### config.mk
export PLATFORM = sky130hd
export DESIGN_NAME = rs_err_apply
export DESIGN_NICKNAME = d
export VERILOG_FILES = /design/src/rtl/rs_fix_pkg.sv /design/src/rtl/sym_locate.sv /design/src/rtl/batch_judge.sv /design/src/rtl/rs_err_apply.sv
export SDC_FILE = /design/constraint.sdc
export NUM_CORES = 1
export LEC_CHECK = 0
export CAP_MARGIN = 20
export CORE_MARGIN = 3
export CORE_UTILIZATION = 55
export DETAILED_ROUTE_END_ITERATION = 8
export GPL_TIMING_DRIVEN = 0
export HOLD_SLACK_MARGIN = 0.05
export PLACE_DENSITY = 0.92
export SYNTH_ARGS = -nofsm -noshare
export SYNTH_HDL_FRONTEND = slang
export SYNTH_SLANG_ARGS = --single-unit
### constraint.sdc
create_clock -name clk -period 13.3 [get_ports clk]
set_input_delay 1.33 -clock clk [delete_from_list [all_inputs] [get_ports clk]]
set_output_delay 1.33 -clock clk [all_outputs]
set_load 0.05 [all_outputs]
### src/rtl/rs_fix_pkg.sv
package rs_fix_pkg;
    localparam int SYM_W  = 12;
    localparam int BYTE_W = 8;

    typedef enum logic [1:0] {
        ST_IDLE,
        ST_RD,
        ST_WR,
        ST_FIN
    } fix_state_e;
endpackage

### src/rtl/sym_locate.sv
module sym_locate
    import rs_fix_pkg::*;
#(
    parameter int POS_W  = 11,
    parameter int ADDR_W = 12
) (
    input  logic [POS_W-1:0]  pos,
    input  logic [SYM_W-1:0]  pat,
    output logic              two_bytes,
    output logic [ADDR_W-1:0] addr0,
    output logic [BYTE_W-1:0] mask0,
    output logic [ADDR_W-1:0] addr1,
    output logic [BYTE_W-1:0] mask1
);
    logic [ADDR_W:0]   tri3;
    logic [ADDR_W-1:0] base;

    assign tri3 = (ADDR_W+1)'(pos) * (ADDR_W+1)'(3);
    assign base = tri3[ADDR_W:1];

    always_comb begin
        two_bytes = 1'b1;
        addr1     = base;
        if (pos == '0) begin
            two_bytes = 1'b0;
            addr0     = '0;
            mask0     = pat[7:0];
            mask1     = '0;
        end else if (pos[0]) begin
            addr0 = base;
            mask0 = pat[11:4];
            addr1 = base + ADDR_W'(1);
            mask1 = {pat[3:0], 4'h0};
        end else begin
            addr0 = base - ADDR_W'(1);
            mask0 = {4'h0, pat[11:8]};
            mask1 = pat[7:0];
        end
    end
endmodule

### src/rtl/batch_judge.sv
module batch_judge #(
    parameter int MAX_ERR  = 4,
    parameter int POS_W    = 11,
    parameter int CNT_W    = 3,
    parameter int LAST_POS = 1374
) (
    input  logic [CNT_W-1:0]         count,
    input  logic [MAX_ERR*POS_W-1:0] pos_flat,
    input  logic [MAX_ERR*4-1:0]     hi_nib_flat,
    output logic                     ok
);
    logic [MAX_ERR-1:0] bad;

    for (genvar i = 0; i < MAX_ERR; i++) begin : g_ent
        logic [POS_W-1:0] p;
        logic             used;
        assign p      = pos_flat[i*POS_W +: POS_W];
        assign used   = CNT_W'(i) < count;
        assign bad[i] = used && ((p > POS_W'(LAST_POS)) ||
                                 (p == '0 && hi_nib_flat[i*4 +: 4] != 4'h0));
    end

    assign ok = (count <= CNT_W'(MAX_ERR)) && (bad == '0);
endmodule

### src/rtl/rs_err_apply.sv
module rs_err_apply
    import rs_fix_pkg::*;
#(
    parameter int MAX_ERR  = 4,
    parameter int POS_W    = 11,
    parameter int ADDR_W   = 12,
    parameter int CNT_W    = 3,
    parameter int FCNT_W   = 16,
    parameter int LAST_POS = 1374
) (
    input  logic                     clk,
    input  logic                     rst_n,
    input  logic                     in_valid,
    output logic                     in_ready,
    input  logic [CNT_W-1:0]         in_count,
    input  logic [MAX_ERR*POS_W-1:0] in_pos,
    input  logic [MAX_ERR*SYM_W-1:0] in_pat,
    output logic [ADDR_W-1:0]        mem_addr,
    output logic                     mem_rd_en,
    output logic                     mem_wr_en,
    output logic [BYTE_W-1:0]        mem_wdata,
    input  logic [BYTE_W-1:0]        mem_rdata,
    output logic                     done,
    output logic                     done_ok,
    output logic [CNT_W-1:0]         fixed_cnt,
    output logic [FCNT_W-1:0]        fail_cnt
);
    localparam int IDX_W    = (MAX_ERR > 1) ? $clog2(MAX_ERR) : 1;
    localparam int ADDR_MAX = (3 * LAST_POS) / 2;

    typedef struct packed {
        fix_state_e                          st;
        logic [MAX_ERR-1:0][POS_W-1:0]       pos;
        logic [MAX_ERR-1:0][SYM_W-1:0]       pat;
        logic [CNT_W-1:0]                    cnt;
        logic [IDX_W-1:0]                    idx;
        logic                                hi;
        logic                                ok;
        logic [FCNT_W-1:0]                   fails;
    } fix_reg_t;

    fix_reg_t r_d, r_q;

    logic [MAX_ERR*4-1:0] hi_nib;
    logic                 judge_ok;
    logic                 two_bytes;
    logic [ADDR_W-1:0]    a0, a1;
    logic [BYTE_W-1:0]    m0, m1;
    logic                 last_ent;

    for (genvar i = 0; i < MAX_ERR; i++) begin : g_nib
        assign hi_nib[i*4 +: 4] = in_pat[i*SYM_W + 8 +: 4];
    end

    batch_judge #(
        .MAX_ERR (MAX_ERR),
        .POS_W   (POS_W),
        .CNT_W   (CNT_W),
        .LAST_POS(LAST_POS)
    ) u_judge (
        .count      (in_count),
        .pos_flat   (in_pos),
        .hi_nib_flat(hi_nib),
        .ok         (judge_ok)
    );

    sym_locate #(
        .POS_W (POS_W),
        .ADDR_W(ADDR_W)
    ) u_loc (
        .pos      (r_q.pos[r_q.idx]),
        .pat      (r_q.pat[r_q.idx]),
        .two_bytes(two_bytes),
        .addr0    (a0),
        .mask0    (m0),
        .addr1    (a1),
        .mask1    (m1)
    );

    assign last_ent = (CNT_W'(r_q.idx) + CNT_W'(1)) == r_q.cnt;

    always_comb begin
        r_d       = r_q;
        in_ready  = (r_q.st == ST_IDLE);
        mem_addr  = r_q.hi ? a1 : a0;
        mem_rd_en = 1'b0;
        mem_wr_en = 1'b0;
        mem_wdata = '0;
        done      = 1'b0;
        done_ok   = 1'b0;
        fixed_cnt = '0;
        unique case (r_q.st)
            ST_IDLE: begin
                if (in_valid) begin
                    r_d.pos = in_pos;
                    r_d.pat = in_pat;
                    r_d.cnt = in_count;
                    r_d.ok  = judge_ok;
                    r_d.idx = '0;
                    r_d.hi  = 1'b0;
                    if (!judge_ok) begin
                        r_d.fails = r_q.fails + FCNT_W'(1);
                        r_d.st    = ST_FIN;
                    end else if (in_count == '0) begin
                        r_d.st = ST_FIN;
                    end else begin
                        r_d.st = ST_RD;
                    end
                end
            end
            ST_RD: begin
                mem_rd_en = 1'b1;
                r_d.st    = ST_WR;
            end
            ST_WR: begin
                mem_wr_en = 1'b1;
                mem_wdata = mem_rdata ^ (r_q.hi ? m1 : m0);
                if (!r_q.hi && two_bytes) begin
                    r_d.hi = 1'b1;
                    r_d.st = ST_RD;
                end else if (last_ent) begin
                    r_d.st = ST_FIN;
                end else begin
                    r_d.idx = r_q.idx + IDX_W'(1);
                    r_d.hi  = 1'b0;
                    r_d.st  = ST_RD;
                end
            end
            ST_FIN: begin
                done      = 1'b1;
                done_ok   = r_q.ok;
                fixed_cnt = r_q.ok ? r_q.cnt : '0;
                r_d.st    = ST_IDLE;
            end
            default: r_d.st = ST_IDLE;
        endcase
    end

    always_ff @(posedge clk or negedge rst_n) begin
        if (!rst_n) begin
            r_q    <= '0;
            r_q.st <= ST_IDLE;
        end else begin
            r_q <= r_d;
        end
    end

    assign fail_cnt = r_q.fails;

    assert_rd_then_wr_R11: assert property (@(posedge clk) disable iff (!rst_n)
        mem_rd_en |=> (mem_wr_en && $stable(mem_addr)));
    assert_wr_after_rd_R11: assert property (@(posedge clk) disable iff (!rst_n)
        mem_wr_en |-> $past(mem_rd_en));
    assert_done_pulse_R11: assert property (@(posedge clk) disable iff (!rst_n)
        done |=> !done);
    assert_idle_quiet_R11: assert property (@(posedge clk) disable iff (!rst_n)
        in_ready |-> (!mem_rd_en && !mem_wr_en));
    assert_no_write_on_fail_R8: assert property (@(posedge clk) disable iff (!rst_n)
        (in_valid && in_ready && !judge_ok) |=> (!mem_rd_en && !mem_wr_en && done && !done_ok));
    assert_fail_step_R12: assert property (@(posedge clk) disable iff (!rst_n)
        (in_valid && in_ready && !judge_ok) |=> (fail_cnt == $past(fail_cnt) + FCNT_W'(1)));
    assert_fail_hold_R12: assert property (@(posedge clk) disable iff (!rst_n)
        !(in_valid && in_ready) |=> $stable(fail_cnt));
    assert_fixed_bound_R9: assert property (@(posedge clk) disable iff (!rst_n)
        done |-> (fixed_cnt <= CNT_W'(MAX_ERR)));
    assert_addr_range_R1: assert property (@(posedge clk) disable iff (!rst_n)
        mem_wr_en |-> (mem_addr <= ADDR_W'(ADDR_MAX)));
endmodule

======== After elaboration in Yosys (flattened, before gate mapping) ========
Index checks and enable logic that the tools add are counted.
W data, S select, Z words.
operators by class
  equal/unequal tests ..................... 8
  $add $sub $neg .......................... 5
  divide/modulo/power cells ............... 0
  muxes and demuxes ....................... 33
  bitwise gates (word level) .............. 2
  shift operators ......................... 0
  multiply operators ...................... 1
  $lt $le $gt $ge ......................... 10
  reduce and logical (&&, ||, !) cells .... 32
operator list
  operator                 number
  $mux W117                1
  $mux W12                 6
  $logic_not A11 Y1        5
  $mux W8                  6
  $gt A11 B11 Y1 const B   4
  $bmux W12 S2             1
  $bmux W11 S2             1
  $add A16 B1 Y16 const B  1
  $mux W16                 1
  $reduce_bool A4 Y1       4
  $mul A11 B2 Y13 const B  1
  $add A12 B1 Y12 const B  1
  $sub A12 B1 Y12 const B  1
  $mux W11                 1
  $logic_and A1 B1 Y1      10
  $mux W2                  5
  $mux W3                  3
  $pmux W2 S4              1
  $xor A8 B8 Y8            1
  $lt A1 B3 Y1 const A     2
  $lt A2 B3 Y1 const A     2
  $mux W1                  6
  $ne A2 B2 Y1 const B     3
  $pmux W3 S2              1
  18 further kinds         23
word-level totals
  flip-flop bits (word level) ............. 117
  memories ................................ 0
  input bits .............................. 106
  bits in latches ......................... 0
  ROM bits ................................ 0
  RAM bits ................................ 0
  output and inout bits ................... 44

======== Logic depth before layout (Yosys ltp) ========
Gate-level depths: netlist (run 1).
  word-level depth ........................ 9
  gate-level depth with buffers ........... 17
  depth with buffers taken out ............ 14

======== Cells and area by module ========
From an unflattened synthesis (run 1), not the netlist that was laid out.
unflattened totals
  cell total of the unflattened synthesis .. 658
  area total of the unflattened synthesis .. 7454.6 µm²
modules (own cells, without submodules)
  module        seq. area each (µm²)  times used  area an instance (µm²)  cells each
  rs_err_apply  2927.8                1           5631.7                  386
  sym_locate    0.0                   1           1502.7                  219
  batch_judge   0.0                   1           320.3                   53

======== Least setup slack after synthesis (run 1) ========
OpenSTA, ideal clock, no wires.
  kind .................................... register to output
  from .................................... reg r_q[18] (netlist name)
  to ...................................... out mem_addr[6]
  cell stages (with the launch flop) ...... 15
  path slack .............................. 6.643 ns
  arrival time ............................ 5.327 ns
  buffers on the path ..................... 3
  cell sequence ........................... dfrtp_1 buf_4 buf_1 buf_1 mux4_2 ha_1 fa_1 a21o_1 a21oi_1 xnor2_1 nand2_1 or4_1 a31oi_1 nor2_1 o21ai_0
between the ends
  word-level cells in the longest chain between the ends .. 7
  elaborated cells on any way between the ends .. 11
  those cells by class .................... 2 x add/sub; 1 x mul; 7 x mux; 1 x reduce/logical
RTL lines
  what                                                       line                                RTL
  start, declared                                            rs_err_apply.sv:42                  fix_reg_t r_d, r_q;
  start signal, assigned                                     rs_err_apply.sv:144                 r_q <= r_d;
  $bmux W11 S2 *                                             rs_err_apply.sv:71                  .pos (r_q.pos[r_q.idx]),
  $mux W11 (not written as such) *                           rs_err_apply.sv:71
  $mul A11 B2 Y13                                            sym_locate.sv:18                    assign tri3 = (ADDR_W+1)'(pos) * (ADDR_W+1)'(3);
  $sub A12 B1 Y12 / $add A12 B1 Y12 (equally long branches)  sym_locate.sv:35, sym_locate.sv:32
  $mux W12                                                   sym_locate.sv:29                    end else if (pos[0]) begin
  $mux W12                                                   sym_locate.sv:24                    if (pos == '0) begin
  $mux W12 *                                                 rs_err_apply.sv:85                  mem_addr = r_q.hi ? a1 : a0;
  end, declared                                              rs_err_apply.sv:18                  output logic [ADDR_W-1:0] mem_addr,
Mark *: on every way between the ends. The rest lies on a longest branch, timed or not. The select of a mux whose other input is x is not followed.

======== Worst setup path in the final report (run 1) ========
  from .................................... reg r_q[18] (netlist name)
  to ...................................... out mem_addr[10]
The elaborated chain is that of the path after synthesis.

==> reports/summary.txt, run 1 <==
GR peak layer: met2
PD cells: 98.92 mW/mm2
Ranking of synthesized cells by area: dfrtp_1 (41%), nand2_1 (17%), mux4_2 (6.9%)
Hold slack: 0.4718 ns
Number of global-route vias before repair: 7369
Most frequent cells in the layout: nand2_1 (321), clkdlybuf4s50_1 (148), dfrtp_1 (117), nor2_1 (31)
Count of nets after finishing: 1146
Switching pwr: 197.4 uW
Slew HR: 38.87%
Core Region: 0.01267 mm2
Synth top area share: 40.77%
Most common cell after layout, fill and taps aside: nand2_1
Clock sink count: 117
DRT iter0 DRCs: 1055
Post-CTS setup buffer count: 0
Synth area leader: dfrtp_1
Ys async rst share: 100.0%
Lkg Pwr: 4.639 nW
Antenna Nets Post-Route: 0
Crit path launch type: register
DRT Pass-1 Iters: 5
CTS tree: built
PortBufs: 149
Max cap viols: 0
Num rows: 41
CP max FO: 10
DR vias: 7426
Met2 usage: 54.37%
Ys Warns: 0
RSZ-0062 raised after global routing: no
Boundary pin count: 150
Number of buffers created by CTS: 17
Initial core utilization: 56.68%
Sw frac: 20.79%
Final Hold Vio Count: 0
PostCTS Resize Cnt: 0
Post-route DRC: 0
Sequential area share after synthesis: 40.77%
Total GRT Usage: 34.00%
Cell-internal power: 752.0 uW
R2R cell count: 12
Worst Max-Slew Pin Slew: 0.9170 ns
GR Util met3: 8.232%
WP data arrival: 6.81 ns
GP Congestion: 0.9607
Die Width: 120.3 um
Max Slew Vio Count: 0
H-tree levels: 4
Clock Latency Late Sink: 0.42 ns
Gr ovfl total: 0
Average size of a mapped cell: 8.459 um2
Die ar.: 0.01446 mm2
Avg WL per Cell: 20.09 um
Post-DR vias/cell: 6.173
Layout cell share with drive strength beyond 1: 8.535%
Hold Path Depth: 2
Synthesized area: 0.007182 mm2
EDFF count, synth: 0
Reg power frac: 37.5%
Setup TNS: 0 ns
First-pass GRT wire length: 38.42 mm
Max Freq: 122.8 MHz
Final WL: 24.17 mm
Reg clk slew, reported paths: 0.06 ns
Final Cycle Share: 61.21%
Clk_skew: 0.006287 ns
Status: complete, no violations
Hold WC Path Type: register to register
Clock root cell: clkbuf_16
CTS Hold Buffers Added: 0
Clock share of power: 55.9%
Worst EP required: 11.97 ns
Gate count after technology mapping: 849
Flops & latches, synth: 117
Clock buffer depth: 2
Worst vdd ir: 68.49 uV
Top FF cell, synth: dfrtp_1
Final setup viols: 0
Met1 usage: 42.45%
Initial antenna violation count: 0
Syn Nets: 977
Largest net degree at the start of global routing: 69
Worst setup EP type: output port
Worst setup path class: register to output port
Netlist cell types: 62
Die H: 120.3 um
Layout area overhead: 33.64%
Post-route minimum period: 8.141 ns
Number of antenna diodes: 0
Comb pwr share: 6.6%
Dpl hpwl: 16.18 mm
## final timing paths
path	slack (ns)	end	start
worst min-delay path	0.47	r_q[35]$_DFFE_PN0P_	r_q[35]$_DFFE_PN0P_
worst min register to register	0.47	r_q[35]$_DFFE_PN0P_	r_q[35]$_DFFE_PN0P_
worst max register to register	8.45	r_q[18]$_DFFE_PN0P_	r_q[18]$_DFFE_PN0P_
min in group asynchronous	0.84	fail_cnt[2]$_DFFE_PN0P_	rst_n
worst max-delay path	5.16	mem_addr[10]	r_q[18]$_DFFE_PN0P_
max in group asynchronous	11.76	r_q[85]$_DFFE_PN0P_	rst_n
## cells by family (layout without fill, tap and decap cells)
kind of cell | after synthesis | in the layout | share of synthesized area, %
fa+ha+maj | 22 | 22 | 3.937
mux | 34 | 34 | 8.728
flops | 117 | 117 | 40.77
buf+inv | 76 | 258 | 4.965
xor+xnor | 39 | 39 | 4.756
compound gates | 103 | 103 | 9.582
simple gates | 458 | 458 | 27.26
## worst max-delay path, stage by stage, from the launching register on
cell,delay (ns)
dfrtp_1,0.38
buf_4,0.27
buf_1,0.72
buf_1,0.63
mux4_2,0.69
ha_1,0.28
fa_1,0.46
a21o_1,0.20
a21oi_1,0.16
xnor2_1,0.32
nand2_1,0.16
or4_1,0.55
or4_1,0.51
a21o_1,0.17
nand2_1,0.06
clkdlybuf4s50_1,0.80
## sequential cells by signal, summed over array words and instances (netlist names)
register / cells
fail_cnt: 16
r_q: 101
## power by group through the flow
stage	registers (mW)	clock network [mW]	logic [mW]
final	0.356	0.531	0.0627
after global routing	0.356	0.545	0.0662
after CTS	0.356	0.527	0.0621
after detailed placement	0.362	0	0.0614
after global placement	0.363	0	0.0600
after floorplan	0.363	0	0.0115
## final cells by class
| type | count | area, um2 |
|---|---|---|
| Timing Repair Buffer | 150 | 1520 |
| Clock inverter | 12 | 224.0 |
| Tap cell | 172 | 215.2 |
| Sequential cell | 117 | 2928 |
| Inverter | 20 | 75.07 |
| Clock buffer | 20 | 456.7 |
| Buffer | 56 | 281.5 |
| Fill cell | 773 | 3073 |
| Multi-Input combinational cell | 656 | 3897 |
## metrics by stage
stage | power [mW] | cells | util (%) | setup slack, ns | area [um2]
global route | 0.9676 | 1203 | 75.75 | 4.760 | 9598
floorplan | 0.3741 | 849 | - | 6.643 | 7182
CTS | 0.9452 | 1203 | 75.75 | 5.194 | 9598
global placement | 0.4227 | 1170 | 70.15 | 5.753 | 8889
detailed placement | 0.4238 | 1171 | 70.38 | 5.711 | 8917
finish | 0.9494 | 1203 | 75.75 | 5.159 | 9598
## Yosys cell counts, drive strengths merged (5+ instances only)
cell    instances
nor4           17
and3           12
buf            27
a22oi           5
a31oi           5
mux2i           6
clkbuf         29
mux4           22
o21ai          23
a21oi          27
inv            20
xnor2           9
nor3           16
dfrtp         117
or4             6
nand4           6
and2           10
ha             21
nor2b           5
mux2            6
xor2           30
nor2           31
nand2         321
a21o            6
nand3          24
## metal layers
| metal | routed length (um) | vias to the layer above | share of wire (%) |
|---|---|---|---|
| li1 | - | 3216 | - |
| met1 | 8781 | 3461 | 36 |
| met2 | 11350 | 624 | 47 |
| met3 | 2666 | 125 | 11 |
| met4 | 1366 | 0 | 5.7 |
| met5 | 0 | - | 0 |
Power figures use the tool's default switching activity.
==> run 2, diff against run 1 <==
--- a/config.mk
+++ b/config.mk
@@ -7,11 +7,11 @@
 export LEC_CHECK = 0
 export CAP_MARGIN = 20
 export CORE_MARGIN = 3
-export CORE_UTILIZATION = 55
+export CORE_UTILIZATION = 52
 export DETAILED_ROUTE_END_ITERATION = 8
 export GPL_TIMING_DRIVEN = 0
 export HOLD_SLACK_MARGIN = 0.05
-export PLACE_DENSITY = 0.92
+export PLACE_DENSITY = 0.88
 export SYNTH_ARGS = -nofsm -noshare
 export SYNTH_HDL_FRONTEND = slang
 export SYNTH_SLANG_ARGS = --single-unit
==> constraint.sdc (replaced) <==
create_clock -name clk -period 7.7 [get_ports clk]
set_input_delay 0.77 -clock clk [delete_from_list [all_inputs] [get_ports clk]]
set_output_delay 0.77 -clock clk [all_outputs]
set_load 0.05 [all_outputs]
==> run 2 against run 1 <==
Clock power rose by 52%. Total power increased by 61%. Via count fell by 5.5%. Routed wire length shrank 8.1%. Clock-buffer cell count grew 2. Final area is 0.82% lower. Highest routed layer unchanged.
==> reports/summary.txt, run 2 (same netlist as run 1, synthesis figures left out) <==
Status: complete, no violations
R2R cell count: 12
Lkg Pwr: 4.603 nW
Max Freq: 141.5 MHz
H-tree levels: 4
Largest net degree at the start of global routing: 62
Layout cell share with drive strength beyond 1: 8.358%
Initial antenna violation count: 0
Clock share of power: 52.7%
Dpl hpwl: 15.85 mm
Layout area overhead: 32.54%
First-pass GRT wire length: 35.28 mm
Fillers: 930
Max cap viols: 0
Die Width: 123.5 um
Worst vdd ir: 108.5 uV
Post-route minimum period: 7.066 ns
Sw frac: 21.12%
Clock sink count: 117
Post-CTS setup buffer count: 0
Slew HR: 50.65%
Worst Max-Slew Pin Slew: 0.7350 ns
Num rows: 42
PostCTS Resize Cnt: 0
Count of nets after finishing: 1145
CP max FO: 10
Clock Latency Late Sink: 0.42 ns
Gr ovfl total: 0
PnR worst setup slack: 0.6338 ns
PD cells: 160.4 mW/mm2
Final Cycle Share: 91.77%
Worst setup EP type: output port
Final WL: 22.22 mm
Die H: 123.5 um
Number of global-route vias before repair: 6979
Clk_skew: 0.006223 ns
Crit path launch type: register
Reg clk slew, reported paths: 0.05 ns
Setup TNS: 0 ns
R2r setup slk: 3.69 ns
Clock buffer depth: 2
Die ar.: 0.01526 mm2
Most common cell after layout, fill and taps aside: nand2_1
Final setup viols: 0
Switching pwr: 322.6 uW
Final Hold Vio Count: 0
Antenna Nets Post-Route: 0
Number of antenna diodes: 0
DR vias: 7019
RR Endpoint: r_q[19]$_DFFE_PN0P_
WP data arrival: 6.30 ns
DRT iter0 DRCs: 681
Core Region: 0.01340 mm2
Comb pwr share: 7.0%
Number of buffers created by CTS: 17
CTS Hold Buffers Added: 0
Post-Place Setup Slack: 0.6465 ns
Most frequent cells in the layout: nand2_1 (321), clkdlybuf4s50_1 (148), dfrtp_1 (117), clkbuf_1 (31), nor2_1 (31)
Boundary pin count: 150
Hold WC Path Type: input pin to asynchronous set/reset pin
DRT Pass-1 Iters: 6
Total GRT Usage: 30.38%
RR Startpoint: r_q[19]$_DFFE_PN0P_
Worst EP required: 6.93 ns
Initial core utilization: 53.59%
Reg power frac: 40.3%
Max FFs per register: 101
Clock root cell: clkbuf_16
Max Slew Vio Count: 0
Avg WL per Cell: 18.44 um
Cell-internal power: 1.205 mW
Biggest register: r_q
Post-route DRC: 0
GP Congestion: 0.9578
CTS tree: built
RSZ-0062 raised after global routing: no
PortBufs: 149
Post-DR vias/cell: 5.825
Worst setup path class: register to output port
[run 2: changes by cell type in the layout (fill, tap and decap cells not counted), sizes merged]
cell | before | now
buf | 29 | 28
bufinv | 6 | 3
clkbuf | 49 | 51
clkinv | 4 | 5
inv | 21 | 20
[run 2: metrics by stage]
step	utilization, %	hold WS (ns)	area, um2	power [mW]	instances
3_5_place_dp	66.58	0.4590	8922	0.7321	1175
6_report	71.04	0.3148	9519	1.527	1205
5_1_grt	71.04	0.3620	9519	1.563	1205
2_1_floorplan	-	0.4392	7182	0.6461	849
3_3_place_gp	66.37	0.4531	8894	0.7305	1174
4_1_cts	71.06	0.3331	9523	1.529	1206
[run 2: worst max-delay path by stage]
| stage | from | endpoint | slack (ns) | cells past startpoint |
|---|---|---|---|---|
| 2_1_floorplan | r_q[18]$_DFFE_PN0P_ | mem_addr[6] | 1.60 | 14 |
| 3_3_place_gp | r_q[18]$_DFFE_PN0P_ | mem_addr[10] | 0.69 | 15 |
| 3_5_place_dp | r_q[18]$_DFFE_PN0P_ | mem_addr[10] | 0.65 | 15 |
| 4_1_cts | r_q[18]$_DFFE_PN0P_ | mem_addr[10] | 0.14 | 15 |
| 5_1_grt | r_q[18]$_DFFE_PN0P_ | mem_addr[10] | 0.35 | 14 |
| 6_report | r_q[19]$_DFFE_PN0P_ | mem_addr[10] | 0.63 | 15 |
[run 2: final cells by class]
class                           count  area (um2)  area share, %
Clock buffer                       22       474.2          4.982
Inverter                           20       75.07         0.7886
Tap cell                          176       220.2          2.313
Timing Repair Buffer              150        1520          15.97
Sequential cell                   117        2928          30.76
Buffer                             55       277.8          2.918
Clock inverter                      9       126.4          1.328
Multi-Input combinational cell    656        3897          40.94
[run 2: worst max-delay path, stage by stage, from the launching register on]
cell and delay (ns):
dfrtp_1 0.40, buf_6 0.18, clkbuf_1 0.52, clkbuf_1 0.49, mux4_2 0.50, ha_1 0.29
fa_1 0.48, a21o_1 0.20, a21oi_1 0.17, xnor2_1 0.24, or4_1 0.64, nor4_1 0.52
nand4_1 0.16, a21o_1 0.22, nand2_1 0.06, clkdlybuf4s50_1 0.80
[run 2: power by group through the flow]
stage          registers [mW]  clock network (mW)  logic, mW
2_1_floorplan           0.626                   0     0.0199
3_3_place_gp            0.626                   0      0.104
3_5_place_dp            0.626                   0      0.106
4_1_cts                 0.616               0.806      0.107
5_1_grt                 0.615               0.834      0.114
6_report                0.616               0.805      0.107
[run 2: per-layer routing]
metal / global-route usage [%] / share of wire, %
met1: 38.28 / 38
met2: 49.88 / 49
met3: 7.548 / 9.4
met4: 13.15 / 3.3
met5: 0 / 0
==> run 3, diff against run 2 <==
--- a/config.mk
+++ b/config.mk
@@ -5,9 +5,10 @@
 export SDC_FILE = /design/constraint.sdc
 export NUM_CORES = 1
 export LEC_CHECK = 0
+export ABC_AREA = 1
 export CAP_MARGIN = 20
 export CORE_MARGIN = 3
-export CORE_UTILIZATION = 52
+export CORE_UTILIZATION = 53
 export DETAILED_ROUTE_END_ITERATION = 8
 export GPL_TIMING_DRIVEN = 0
 export HOLD_SLACK_MARGIN = 0.05
==> run 3 against run 2 <==
Critical path depth is 6 higher. Total power up 2.3%. Register-to-register slack got worse by 0.04 ns. Core utilization rose by 0.91 points. Largest power group unchanged.
==> reports/summary.txt, run 3 <==
Status: complete, no violations
Clock sink count: 117
Max FFs per register: 101
PD cells: 154.1 mW/mm2
Synthesized area: 0.007767 mm2
Lkg Pwr: 5.000 nW
Storage element area: 0.002928 mm2
Final Hold Vio Count: 0
CTS tree: built
Final setup viols: 0
Slew HR: 38.70%
Met1 usage: 40.41%
Count of nets after finishing: 1425
WP data arrival: 5.50 ns
Total GRT Usage: 29.60%
Flops & latches, synth: 117
Fin util: 71.94%
Layout cell share with drive strength beyond 1: 6.646%
Post-route cell area: 0.01014 mm2
Cells after DPL: 1458
Most frequent cell after synthesis: nand2_1
Setup TNS: 0 ns
Clock root cell: clkbuf_16
Hold WC Path Type: input pin to asynchronous set/reset pin
Final WL: 23.57 mm
PostCTS Resize Cnt: 0
CP max FO: 10
Most frequent cells in the layout: nand2_1 (395), clkdlybuf4s50_1 (148), inv_1 (125), dfrtp_1 (117), o21ai_0 (106)
GP Congestion: 0.9544
Post-route DRC: 0
Final Cycle Share: 81.46%
Worst vdd ir: 141.8 uV
Most common cell after layout, fill and taps aside: nand2_1
Synth area leader: dfrtp_1
Power Total: 1.563 mW
Post-DR vias/cell: 5.574
Number of antenna diodes: 0
Reg clk slew, reported paths: 0.05 ns
Ys Warns: 0
Sequential area share after synthesis: 37.69%
Final std cells w/o fill: 1489
Number of buffers created by CTS: 17
Fillers: 1109
Average size of a mapped cell: 6.886 um2
CTS Hold Buffers Added: 0
Post-CTS setup buffer count: 0
Gate count after technology mapping: 1128
RSZ-0062 raised after global routing: no
Number of global-route vias before repair: 7922
Top FF cell, synth: dfrtp_1
Max cap viols: 0
PortBufs: 149
H-tree levels: 4
Worst Max-Slew Pin Slew: 0.9161 ns
Max Slew Vio Count: 0
Initial core utilization: 55.10%
Crit path launch type: register
Boundary pin count: 150
Synth top area share: 37.69%
EDFF count, synth: 0
Worst setup path class: register to output port
Worst setup EP type: output port
Worst EP required: 6.93 ns
Num rows: 43
R2R cell count: 17
Syn Nets: 1256
Layout area overhead: 30.56%
Core Region: 0.01410 mm2
Antenna Nets Post-Route: 0
Avg WL per Cell: 15.83 um
Multi-input gate area: 0.004010 mm2
Netlist cell types: 45
Clk_skew: 0.005372 ns
Clock buffer depth: 2
Die H: 127.1 um
DRT iter0 DRCs: 920
Die Width: 127.1 um
Largest net degree at the start of global routing: 81
Ranking of synthesized cells by area: dfrtp_1 (38%), nand2_1 (19%), o21ai_0 (6.8%)
First-pass GRT wire length: 38.52 mm
Post-route minimum period: 6.272 ns
Die ar.: 0.01614 mm2
Ys async rst share: 100.0%
Clock Latency Late Sink: 0.42 ns
Max Freq: 159.4 MHz
Initial antenna violation count: 0
Placed Area: 0.009513 mm2
Met2 usage: 46.86%
DR vias: 8299
Synth top cells by count: nand2_1 (395), inv_1 (125), dfrtp_1 (117)
GR Util met3: 6.187%
Biggest register: r_q
GR peak layer: met2
DRT Pass-1 Iters: 8
Dpl hpwl: 17.68 mm
Gr ovfl total: 0
[run 3: changes by cell type after synthesis, moves of 12 or more]
cell / delta
and3_1: -12
inv_1: +106
mux4_2: -22
nand2_1: +74
nand3_1: +47
nand4_1: +15
nor2_1: +33
nor4_1: -12
o21ai_0: +85
xor2_1: -14
[run 3: final cells by class]
| class | count | share of cell area [%] |
|---|---|---|
| tap | 180 | 2.221 |
| inverter | 133 | 4.997 |
| clock inverter | 8 | 1.184 |
| clock buffer | 23 | 5.009 |
| multi-input combinational | 819 | 39.54 |
| sequential | 117 | 28.87 |
| buffer | 59 | 3.183 |
| timing repair buffer | 150 | 14.99 |
[run 3: metrics by stage]
stage | worst slack (ns) | hold WS, ns
floorplan | 2.832 | 0.4407
global placement | 1.458 | 0.4588
detailed placement | 1.996 | 0.4645
CTS | 1.490 | 0.2591
global route | 1.107 | 0.2698
finish | 1.428 | 0.2470
[run 3: per-layer routing]
metal / up-vias / wire [um] / part of all wire, %
met4: 0 / 712 / 3.0
met2: 474 / 10840 / 46
met3: 67 / 2212 / 9.4
met5: - / 0 / 0
met1: 3811 / 9800 / 42
li1: 3947 / - / -
[run 3: final timing paths]
kind | startpoint | to | slack (ns)
max | r_q[19]$_DFFE_PN0P_ | mem_addr[11] | 1.43
min in group clk | r_q[28]$_DFFE_PN0P_ | r_q[28]$_DFFE_PN0P_ | 0.48
min | rst_n | r_q[108]$_DFFE_PN0P_ | 0.25
max in group asynchronous | rst_n | r_q[38]$_DFFE_PN0P_ | 6.74
max reg2reg | r_q[18]$_DFFE_PN0P_ | r_q[116]$_DFFE_PN0P_ | 3.65
min reg2reg | r_q[28]$_DFFE_PN0P_ | r_q[28]$_DFFE_PN0P_ | 0.48
[run 3: cell families after synthesis]
| logic type | after synthesis | synth area share [%] |
|---|---|---|
| xor+xnor | 27 | 3.044 |
| simple gates | 597 | 32.81 |
| fa+ha+maj | 22 | 3.640 |
| compound gates | 173 | 12.13 |
| flops | 117 | 37.69 |
| buf+inv | 192 | 10.68 |
[run 3: report_power, final]
part	switching, mW	internal [mW]
Clock	0.278	0.556
Sequential	0	0.616
Combinational	0.0543	0.0596
Total	0.332	1.23
[run 3: worst max-delay path: stages, from the launching register on]
cell and delay [ns]:
dfrtp_1 0.49, inv_2 0.19, clkbuf_1 0.45, buf_2 0.30, buf_1 0.40, a32oi_1 0.33
ha_1 0.33, fa_1 0.44, inv_1 0.08, nand2_1 0.06, nand2_2 0.14, nand3_1 0.10
nor2_2 0.15, nand3_1 0.12, nor2_1 0.14, nand3_1 0.14, nor2_2 0.15, nand2_1 0.06
nand2_1 0.05, nand3_1 0.06, nand2_1 0.08, clkdlybuf4s50_1 0.80
